===== config.mk =====
export PLATFORM = sky130hd
export DESIGN_NAME = adc_sync_trigger
export DESIGN_NICKNAME = d
export VERILOG_FILES = /design/src/rtl/adc_trig_pkg.sv /design/src/rtl/adc_trig_regs.sv /design/src/rtl/adc_trig_match.sv /design/src/rtl/adc_trig_postscale.sv /design/src/rtl/adc_sync_trigger.sv
export SDC_FILE = /design/constraint.sdc
export NUM_CORES = 1
export LEC_CHECK = 0
export BUFFER_PORTS_ARGS = -buffer_cell sky130_fd_sc_hd__buf_4
export CORE_MARGIN = 3
export CORE_UTILIZATION = 48
export CTS_CLUSTER_SIZE = 16
export DETAILED_ROUTE_END_ITERATION = 8
export PLACE_DENSITY_LB_ADDON = 0.08
export SYNTH_ARGS = -nofsm -noshare
export SYNTH_HDL_FRONTEND = slang
export SYNTH_SLANG_ARGS = --single-unit

===== constraint.sdc =====
create_clock -name clk -period 2.3 [get_ports clk]
set_clock_uncertainty 0.15 [all_clocks]
set_input_delay 0.575 -clock clk [delete_from_list [all_inputs] [get_ports clk]]
set_output_delay 0.575 -clock clk [all_outputs]
set_load 0.01 [all_outputs]

===== src/rtl/adc_trig_pkg.sv =====
// Package: shared address codes for the conversion trigger block.
// Assumes a byte-wide write port with a two-bit address.
package adc_trig_pkg;
    typedef enum logic [1:0] {
        ADDR_CMP_LO = 2'd0,
        ADDR_CMP_HI = 2'd1,
        ADDR_CTRL   = 2'd2,
        ADDR_SPARE  = 2'd3
    } trig_addr_e;
endpackage


===== src/rtl/adc_trig_regs.sv =====
// Module: register file holding the compare value and the control fields.
// The high half is staged and commits together with the low half, so the
// compare value never holds a half-updated value. Assumes CNT_W = 2*HALF.
module adc_trig_regs #(
    parameter int CNT_W = 16,
    parameter int PS_W  = 4
) (
    input  logic                 clk,
    input  logic                 rst_n,
    input  logic                 wr_en,
    input  logic [1:0]           wr_addr,
    input  logic [CNT_W/2-1:0]   wr_data,
    output logic [CNT_W-1:0]     cmp_value,
    output logic                 cmp_wr,
    output logic                 phase_down,
    output logic [PS_W-1:0]      ps_ratio
);
    import adc_trig_pkg::*;

    localparam int HALF = CNT_W / 2;

    logic [HALF-1:0] hi_stage;
    trig_addr_e      addr;

    assign addr   = trig_addr_e'(wr_addr);
    // Purpose: flag any compare write so the postscaler restarts.
    assign cmp_wr = wr_en && (addr == ADDR_CMP_LO || addr == ADDR_CMP_HI);

    // Purpose: stage the high half and commit the full value on a low write.
    always_ff @(posedge clk) begin
        if (!rst_n) begin
            hi_stage  <= '0;
            cmp_value <= '0;
        end else if (wr_en) begin
            if (addr == ADDR_CMP_HI)
                hi_stage <= wr_data;
            if (addr == ADDR_CMP_LO)
                cmp_value <= {hi_stage, wr_data};
        end
    end

    // Purpose: hold the phase-select bit and the postscale value.
    always_ff @(posedge clk) begin
        if (!rst_n) begin
            phase_down <= 1'b0;
            ps_ratio   <= '0;
        end else if (wr_en && addr == ADDR_CTRL) begin
            phase_down <= wr_data[0];
            ps_ratio   <= wr_data[HALF-1 -: PS_W];
        end
    end
endmodule


===== src/rtl/adc_trig_match.sv =====
// Module: compares the time base with the compare value, applies the phase
// rule and detects the rising edge of the qualified match. Assumes the
// direction flag is valid in the same cycle as the counter value.
module adc_trig_match #(
    parameter int CNT_W = 16
) (
    input  logic             clk,
    input  logic             rst_n,
    input  logic [CNT_W-1:0] tb_count,
    input  logic             tb_down,
    input  logic             tb_updown_mode,
    input  logic [CNT_W-1:0] cmp_value,
    input  logic             phase_down,
    output logic             trig_event
);
    logic phase_ok;
    logic match_now;
    logic match_q;

    // Purpose: in up/down mode accept only the selected ramp; otherwise any.
    always_comb begin
        if (tb_updown_mode)
            phase_ok = (tb_down == phase_down);
        else
            phase_ok = 1'b1;
        match_now  = (tb_count == cmp_value) && phase_ok;
        trig_event = match_now && !match_q;
    end

    // Purpose: remember the last qualified match for edge detection.
    always_ff @(posedge clk) begin
        if (!rst_n)
            match_q <= 1'b0;
        else
            match_q <= match_now;
    end
endmodule


===== src/rtl/adc_trig_postscale.sv =====
// Module: counts trigger events and emits one pulse per (ratio+1) events.
// A compare write clears the count and drops a coinciding event. A ratio
// change applies at the next event without clearing the count.
module adc_trig_postscale #(
    parameter int PS_W = 4
) (
    input  logic            clk,
    input  logic            rst_n,
    input  logic            trig_event,
    input  logic            clear,
    input  logic [PS_W-1:0] ratio,
    output logic            pulse
);
    logic [PS_W-1:0] ev_cnt;
    logic            last_one;

    assign last_one = (ev_cnt >= ratio);

    // Purpose: advance the event count and decide the output pulse.
    always_ff @(posedge clk) begin
        if (!rst_n) begin
            ev_cnt <= '0;
            pulse  <= 1'b0;
        end else if (clear) begin
            ev_cnt <= '0;
            pulse  <= 1'b0;
        end else if (trig_event) begin
            pulse  <= last_one;
            ev_cnt <= last_one ? '0 : ev_cnt + 1'b1;
        end else begin
            pulse  <= 1'b0;
        end
    end
endmodule


===== src/rtl/adc_sync_trigger.sv =====
// Module: top of the PWM-synchronized conversion trigger. Joins the register
// file, the match detector and the postscaler. Assumes the time base and
// the converter sit outside; the pulse is always produced.
module adc_sync_trigger #(
    parameter int CNT_W = 16,
    parameter int PS_W  = 4
) (
    input  logic               clk,
    input  logic               rst_n,
    input  logic [CNT_W-1:0]   tb_count,
    input  logic               tb_down,
    input  logic               tb_updown_mode,
    input  logic               wr_en,
    input  logic [1:0]         wr_addr,
    input  logic [CNT_W/2-1:0] wr_data,
    output logic               trig_out
);
    logic [CNT_W-1:0] cmp_value;
    logic             cmp_wr;
    logic             phase_down;
    logic [PS_W-1:0]  ps_ratio;
    logic             trig_event;

    adc_trig_regs #(.CNT_W(CNT_W), .PS_W(PS_W)) u_regs (
        .clk        (clk),
        .rst_n      (rst_n),
        .wr_en      (wr_en),
        .wr_addr    (wr_addr),
        .wr_data    (wr_data),
        .cmp_value  (cmp_value),
        .cmp_wr     (cmp_wr),
        .phase_down (phase_down),
        .ps_ratio   (ps_ratio)
    );

    adc_trig_match #(.CNT_W(CNT_W)) u_match (
        .clk            (clk),
        .rst_n          (rst_n),
        .tb_count       (tb_count),
        .tb_down        (tb_down),
        .tb_updown_mode (tb_updown_mode),
        .cmp_value      (cmp_value),
        .phase_down     (phase_down),
        .trig_event     (trig_event)
    );

    adc_trig_postscale #(.PS_W(PS_W)) u_ps (
        .clk        (clk),
        .rst_n      (rst_n),
        .trig_event (trig_event),
        .clear      (cmp_wr),
        .ratio      (ps_ratio),
        .pulse      (trig_out)
    );
endmodule


==> reports/qor.log, run 1 <==
qor: critical_path.worst_ep_arrival_time 2.25 ns
qor: finish.fill_cells 295
qor: power_and_ir_drop.cellInternalPower 0.8071 mW
qor: grt.antenna_found_initial 0
qor: sta.tightestPinTransition 0.4320 ns
qor: power_and_ir_drop.power_switching_share 25.47%
qor: routing.num_vias 1308
qor: floorplanning.fp.dieArea 4198 µm²
qor: placement.half_perimeter_wire_length_after_detailed_placement 2640 µm
qor: sta.grt_setup_unrepaired false
qor: power_and_ir_drop.share_seq_of_total_power 57.9%
qor: finish.share_of_layout_cells_above_drive_strength_1 19.81%
qor: clocking.tritoncts_num_sinks 35
qor: routing.drt-initial-drc-count 59
qor: logic_synthesis.ys_warn_count 0
qor: logic_synthesis.post_synth_inst_count 180
qor: floorplanning.io-pin-count 32
qor: placement.routabilityCongestion 0.8852
qor: clocking.root_cell_of_the_clock_tree sky130_fd_sc_hd__clkbuf_4
qor: grt.grt_usage 18.59%
qor: finish.area_delta_synth_final 19.00%
qor: logic_synthesis.synth.top_cells.by_count 35 x sky130_fd_sc_hd__dfxtp_1, 34 x sky130_fd_sc_hd__nand2_1, 17 x sky130_fd_sc_hd__xor2_1
qor: grt.grt_overflow 0
qor: critical_path.critical_path.max_fanout 5
qor: sta.drv_slew 0
qor: logic_synthesis.synth_top_flop_cell sky130_fd_sc_hd__dfxtp_1
qor: sta.min_period 2.121 ns
qor: clocking.post_cts.repair.setup_buffers 0
qor: sta.max_clock_freq 471.4 MHz
qor: grt.grt_first_pass_wirelength 5892 µm
qor: logic_synthesis.synth-seq-area-share 42.23%
qor: routing.detail_route.wl_per_cell 13.69 µm
qor: critical_path.reg2reg_slack 0.18 ns
qor: sta.min_period_over_period 92.24%
qor: run_status.result_of_the_run finished clean
qor: logic_synthesis.synthesis.area_per_instance 9.217 µm²
qor: power_and_ir_drop.power_density_over_the_cells 548.5 nW/µm²
qor: grt.first_global_vias 1307
qor: floorplanning.core_region_area 3178 µm²
qor: critical_path.timing.setup.critical_path_class flop to flop
qor: placement.placement.cell_area 1921 µm²
qor: logic_synthesis.synth.lib_cells_used.distinct 28
qor: routing.detailed_route_drc_error_count 0
qor: clocking.cts_buffers 5
qor: power_and_ir_drop.post-layout-total-power 1.083 mW
qor: logic_synthesis.synthesis.area 1659 µm²
qor: critical_path.worst_endpoint_required_time 2.43 ns
qor: flow_run.timing.max_cap.violations 0
qor: logic_synthesis.async_reset_ff_share 0%
qor: floorplanning.rows 20
qor: logic_synthesis.yosys.cell_count.top_type sky130_fd_sc_hd__dfxtp_1
qor: logic_synthesis.yosys_register_bits 35
qor: finish.antennaDiodeCount 0
qor: grt.grt_start_max_net_pins 32
qor: routing.first_pass_iters 4
qor: logic_synthesis.synth_edf_count 0
qor: power_and_ir_drop.comb_power_share 11.9%
qor: clocking.clkLatencyLatePin 0.34 ns
qor: critical_path.startpoint_type flop
qor: critical_path.worst_setup_path_end_kind flop
qor: logic_synthesis.synth.top_cells.by_area sky130_fd_sc_hd__dfxtp_1 42%, sky130_fd_sc_hd__mux2i_1 9.0%, sky130_fd_sc_hd__xor2_1 9.0%
qor: routing.ant_nets 0
qor: clocking.cts_max_level 2
qor: sta.hold_viol 0
qor: clocking.tritoncts done
qor: power_and_ir_drop.power.net_switching 0.2759 mW
qor: floorplanning.floorplan.initialDensity 52.20%
qor: clocking.hold_buffers 0
qor: logic_synthesis.syn-num-nets 216
qor: routing.viasPerCell 5.109
qor: floorplanning.fp.dieW 64.79 µm
qor: clocking.cts.reportedPaths.clkPinSlew 0.11 ns
qor: logic_synthesis.synth.largest_area_cell sky130_fd_sc_hd__dfxtp_1
qor: sta.setup-tns-final 0 ns
qor: placement.portBuffers 31
qor: routing.finalWirelength 3504 µm
qor: sta.max-slew-margin-rel 71.20%
qor: power_and_ir_drop.power_frac_clock 30.2%
qor: logic_synthesis.synth_top_cell_area_share 42.23%
qor: sta.final-setup-viol-count 0
qor: finish.nets 247
qor: clocking.cts.path.max_buffers 2
qor: power_and_ir_drop.peakVddDrop 0.2579 mV
qor: floorplanning.chipHeight 64.79 µm
qor: clocking.postCtsResizedCells 0
qor: finish.postLayoutCellArea 1974 µm²
qor: power_and_ir_drop.static-leakage-power 0.8655 nW
qor: worst_hold_path.holdCritPathClass flop to flop
-- registers in the layout, indices dropped and copies added (netlist names) --
name / cells
u_regs.hi_stage: 8
u_regs.phase_down: 1
u_ps.ev_cnt: 4
u_regs.cmp_value: 16
u_ps.pulse: 1
u_match.match_q: 1
u_regs.ps_ratio: 4
-- path summary, 6_finish.rpt --
path                                                       from                               end  cells past startpoint
worst max-delay path                u_ps.ev_cnt[0]$_SDFFE_PP0P_       u_ps.ev_cnt[3]$_SDFFE_PP0P_                      7
worst min register to register  u_regs.hi_stage[1]$_SDFFE_PN0P_  u_regs.cmp_value[9]$_SDFFE_PN0P_                      2
worst max register to register      u_ps.ev_cnt[0]$_SDFFE_PP0P_       u_ps.ev_cnt[3]$_SDFFE_PP0P_                      7
worst min-delay path            u_regs.hi_stage[1]$_SDFFE_PN0P_  u_regs.cmp_value[9]$_SDFFE_PN0P_                      2
-- cell usage in the layout (no fill, tap or decap), drive strengths merged, types with 2 or more instances in the layout --
cell type	netlist	final
o21ai	2	2
nand2b	2	2
nor2b	13	13
o311ai	2	2
buf	2	33
nand3b	3	3
inv	4	4
clkbuf	7	6
nor4	3	3
a21boi	16	16
or2	2	2
dfxtp	35	35
nor2	3	3
nand3	4	4
xor2	17	17
ha	5	5
mux2i	15	15
nand2	34	34
nand4b	2	2
a211oi	3	3
-- power groups by stage --
stage	combinational, mW	sequential [mW]	clock [mW]
2_1_floorplan	0.0680	0.639	0
3_3_place_gp	0.124	0.640	0
3_5_place_dp	0.130	0.641	0
4_1_cts	0.130	0.627	0.340
5_1_grt	0.144	0.629	0.368
6_report	0.129	0.627	0.327
-- routing by layer --
metal	vias up	global-route usage (%)	wire length (µm)
met1	603	20.71	1544
li1	665	-	-
met2	31	32.57	1730
met5	-	0	0
met4	0	5.541	53
met3	9	7.106	175
-- area by class of cell --
class | count | area, µm² | share of cell area, %
Clock inverter | 2 | 12.51 | 0.6337
Clock buffer | 6 | 41.29 | 2.091
Timing Repair Buffer | 33 | 247.7 | 12.55
Tap cell | 44 | 55.05 | 2.788
Sequential cell | 35 | 700.7 | 35.49
Multi-Input combinational cell | 132 | 902.1 | 45.69
Inverter | 4 | 15.01 | 0.7605
-- per-stage QoR --
stage	hold WS, ns	worst slack (ns)	instances	utilization, %
after floorplan	0.2906	0.4544	180	-
after global placement	0.3005	0.1411	248	60.43
after detailed placement	0.3061	0.1172	248	60.43
after CTS	0.3218	0.2006	256	62.13
after global routing	0.3286	0.04880	256	62.13
final	0.3156	0.1786	256	62.13
-- cells by family (layout without fill, tap and decap cells) --
kind of cell / Yosys count / count (layout) / synth area share [%]
buffers and inverters: 13 / 45 / 3.393
adder cells (fa/ha/maj): 5 / 5 / 3.771
AND/OR/NAND/NOR: 69 / 69 / 21.04
multiplexers: 15 / 15 / 9.050
AO/OA/AOI/OAI: 26 / 26 / 11.54
flip-flops: 35 / 35 / 42.23
XOR/XNOR: 17 / 17 / 8.974
-- critical path, cell delays in order (launching register included) --
cell	delay, ns
sky130_fd_sc_hd__dfxtp_1	0.38
sky130_fd_sc_hd__inv_1	0.07
sky130_fd_sc_hd__ha_1	0.26
sky130_fd_sc_hd__nand2b_1	0.14
sky130_fd_sc_hd__a211o_1	0.33
sky130_fd_sc_hd__a21oi_1	0.40
sky130_fd_sc_hd__nand4b_1	0.17
sky130_fd_sc_hd__o21ai_1	0.15
No activity file was read; power rests on OpenSTA's default activity.
==> inputs of run 2 (changes only) <==
--- a/config.mk
+++ b/config.mk
@@ -7,2 +7,3 @@
 export LEC_CHECK = 0
+export ABC_CLOCK_PERIOD_IN_PS = 2300
 export BUFFER_PORTS_ARGS = -buffer_cell sky130_fd_sc_hd__buf_4
==> constraint.sdc (replaced) <==
create_clock -name clk -period 2.3 [get_ports clk]
set_clock_uncertainty 0.15 [all_clocks]
set_input_delay 0.46 -clock clk [delete_from_list [all_inputs] [get_ports clk]]
set_output_delay 0.46 -clock clk [all_outputs]
set_load 0.01 [all_outputs]
==> run 2 against run 1 <==
Effect of this change: cell count fell by 0.39%; sequential power barely moved; design area rose by 0.38%; largest cell class unchanged; largest power group unchanged.
==> reports/qor.log, run 2 (synthesized netlist as in run 1, its figures left out) <==
qor: routing.ant_nets 0 [unchanged]
qor: routing.detail_route.wl_per_cell 13.13 µm [was 13.69 µm]
qor: placement.half_perimeter_wire_length_after_detailed_placement 2508 µm [was 2640 µm]
qor: sta.final.setup.worst_slack 0.2282 ns [was 0.1786 ns]
qor: power_and_ir_drop.static-leakage-power 0.8715 nW [was 0.8655 nW]
qor: floorplanning.floorplan.initialDensity 52.20% [unchanged]
qor: clocking.root_cell_of_the_clock_tree sky130_fd_sc_hd__clkbuf_4 [unchanged]
qor: sta.min_period 2.072 ns [was 2.121 ns]
qor: finish.antennaDiodeCount 0 [unchanged]
qor: grt.grt_overflow 0 [unchanged]
qor: worst_hold_path.holdCritPathClass input pin to flop [was flop to flop]
qor: sta.drv_slew 0 [unchanged]
qor: clocking.post_cts.repair.setup_buffers 0 [unchanged]
qor: finish.postLayoutCellArea 1982 µm² [was 1974 µm²]
qor: sta.max_clock_freq 482.7 MHz [was 471.4 MHz]
qor: critical_path.worst_setup_path_end_kind flop [unchanged]
qor: grt.grt_start_max_net_pins 32 [unchanged]
qor: sta.final-setup-viol-count 0 [unchanged]
qor: critical_path.worst_ep_arrival_time 2.19 ns [was 2.25 ns]
qor: finish.regMostFlops u_regs.cmp_value [unchanged]
qor: finish.most-common-layout-cells 35 x sky130_fd_sc_hd__dfxtp_1, 34 x sky130_fd_sc_hd__nand2_1, 32 x sky130_fd_sc_hd__buf_4 [was 35 x sky130_fd_sc_hd__dfxtp_1, 34 x sky130_fd_sc_hd__nand2_1, 33 x sky130_fd_sc_hd__buf_4]
qor: finish.area_delta_synth_final 19.46% [was 19.00%]
qor: sta.min_period_over_period 90.08% [was 92.24%]
qor: grt.first_global_vias 1354 [was 1307]
qor: routing.drt-initial-drc-count 37 [was 59]
qor: floorplanning.core_region_area 3178 µm² [unchanged]
qor: finish.most_common_cell_after_layout_fill_and_taps_aside sky130_fd_sc_hd__dfxtp_1 [unchanged]
qor: flow_run.timing.max_cap.violations 0 [unchanged]
qor: placement.placement.cell_area 1913 µm² [was 1921 µm²]
qor: finish.top_regs u_regs.cmp_value (16), u_regs.hi_stage (8) [unchanged]
qor: run_status.result_of_the_run finished clean [unchanged]
qor: critical_path.timing.setup.critical_path_class flop to flop [unchanged]
qor: floorplanning.chipHeight 64.79 µm [unchanged]
qor: sta.setup-tns-final 0 ns [unchanged]
qor: clocking.clkLatencyLatePin 0.34 ns [about the same]
qor: routing.first_pass_iters 4 [unchanged]
qor: clocking.cts.path.max_buffers 2 [unchanged]
qor: grt.grt_usage 18.49% [was 18.59%]
qor: floorplanning.rows 20 [unchanged]
qor: finish.share_of_layout_cells_above_drive_strength_1 19.43% [was 19.81%]
qor: grt.antenna_found_initial 0 [unchanged]
qor: sta.max-slew-margin-rel 58.57% [was 71.20%]
qor: sta.tightestPinTransition 0.6195 ns [was 0.4320 ns]
qor: placement.dpl_worst_slack 0.2466 ns [was 0.1172 ns]
qor: placement.routabilityCongestion 0.7721 [was 0.8852]
qor: critical_path.critical_path.max_fanout 5 [unchanged]
qor: power_and_ir_drop.power_density_over_the_cells 572.5 nW/µm² [was 548.5 nW/µm²]
qor: power_and_ir_drop.peakVddDrop 0.3671 mV [was 0.2579 mV]
qor: clocking.postCtsResizedCells 0 [unchanged]
qor: critical_path.startpoint_type flop [unchanged]
qor: routing.num_vias 1312 [was 1308]
qor: clocking.cts_buffers 5 [unchanged]
qor: clocking.cts_max_level 2 [unchanged]
qor: floorplanning.fp.dieArea 4198 µm² [unchanged]
qor: floorplanning.fp.dieW 64.79 µm [unchanged]
qor: placement.place_inst 247 [was 248]
qor: clocking.tritoncts_num_sinks 35 [unchanged]
qor: routing.finalWirelength 3349 µm [was 3504 µm]
qor: floorplanning.io-pin-count 32 [unchanged]
qor: finish.nets 246 [was 247]
qor: routing.viasPerCell 5.145 [was 5.109]
qor: finish.finish.cell_count_without_fillers 255 [was 256]
qor: clocking.hold_buffers 0 [unchanged]
qor: critical_path.worst_endpoint_required_time 2.42 ns [was 2.43 ns]
qor: finish.multiInputGateArea 902.1 µm² [unchanged]
qor: grt.grt_first_pass_wirelength 5996 µm [was 5892 µm]
qor: finish.fill_cells 293 [was 295]
qor: finish.register_area 700.7 µm² [unchanged]
qor: finish.largest_reg_flops 16 [unchanged]
qor: sta.hold_viol 0 [unchanged]
qor: sta.hold_ws 0.2332 ns [was 0.3156 ns]
qor: placement.portBuffers 31 [unchanged]
qor: clocking.cts.reportedPaths.clkPinSlew 0.10 ns [was 0.11 ns]
qor: sta.grt_setup_unrepaired false [unchanged]
qor: routing.detailed_route_drc_error_count 0 [unchanged]
qor: clocking.tritoncts done [unchanged]
[run 2: changes by cell type in the layout (fill, tap and decap cells not counted), sizes merged]
| cell | delta |
|---|---|
| clkbuf | +2 |
| buf | -1 |
| clkinv | -1 |
| clkinvlp | -1 |
[run 2: final timing paths]
check | depth (start not counted) | startpoint | to | slack (ns)
worst min-delay path | 3 | wr_data[2] | u_regs.cmp_value[2]$_SDFFE_PN0P_ | 0.23
worst max register to register | 7 | u_ps.ev_cnt[0]$_SDFFE_PP0P_ | u_ps.ev_cnt[0]$_SDFFE_PP0P_ | 0.23
worst min register to register | 2 | u_regs.hi_stage[1]$_SDFFE_PN0P_ | u_regs.cmp_value[9]$_SDFFE_PN0P_ | 0.32
worst max-delay path | 7 | u_ps.ev_cnt[0]$_SDFFE_PP0P_ | u_ps.ev_cnt[0]$_SDFFE_PP0P_ | 0.23
[run 2: layer usage]
layer  vias to the layer above  global-route usage (%)  part of all wire [%]
met5                         -                       0                     0
met4                         0                   7.124                   2.0
met3                         7                   4.506                   4.4
met2                        33                   32.31                    48
met1                       606                   21.59                    46
li1                        666                       -                     -
[run 2: layout make-up]
cell class                 count  share of cell area (%)
sequential                    35                   35.35
inverter                       4                  0.7576
tap                           44                   2.778
clock buffer                   8                   3.472
multi-input combinational    132                   45.52
timing repair buffer          32                   12.12
[run 2: worst max-delay path, stage by stage (launching register included)]
cell and delay [ns]:
sky130_fd_sc_hd__dfxtp_1 0.38, sky130_fd_sc_hd__inv_1 0.07, sky130_fd_sc_hd__ha_1 0.26, sky130_fd_sc_hd__nand2b_1 0.14
sky130_fd_sc_hd__a211o_1 0.33, sky130_fd_sc_hd__a21oi_1 0.39, sky130_fd_sc_hd__nand3_1 0.14, sky130_fd_sc_hd__mux2i_1 0.15
[run 2: where the power goes]
part           switching [mW]  internal [mW]
registers             0.00759          0.619
clock network           0.200          0.180
logic                  0.0586         0.0694
total                   0.266          0.868
[run 2: through the flow]
step                power [mW]  util (%)
finish                   1.135     62.36
global route             1.194     62.36
CTS                      1.150     62.36
detailed placement      0.7694     60.20
global placement        0.7643     60.20
floorplan               0.7068         -
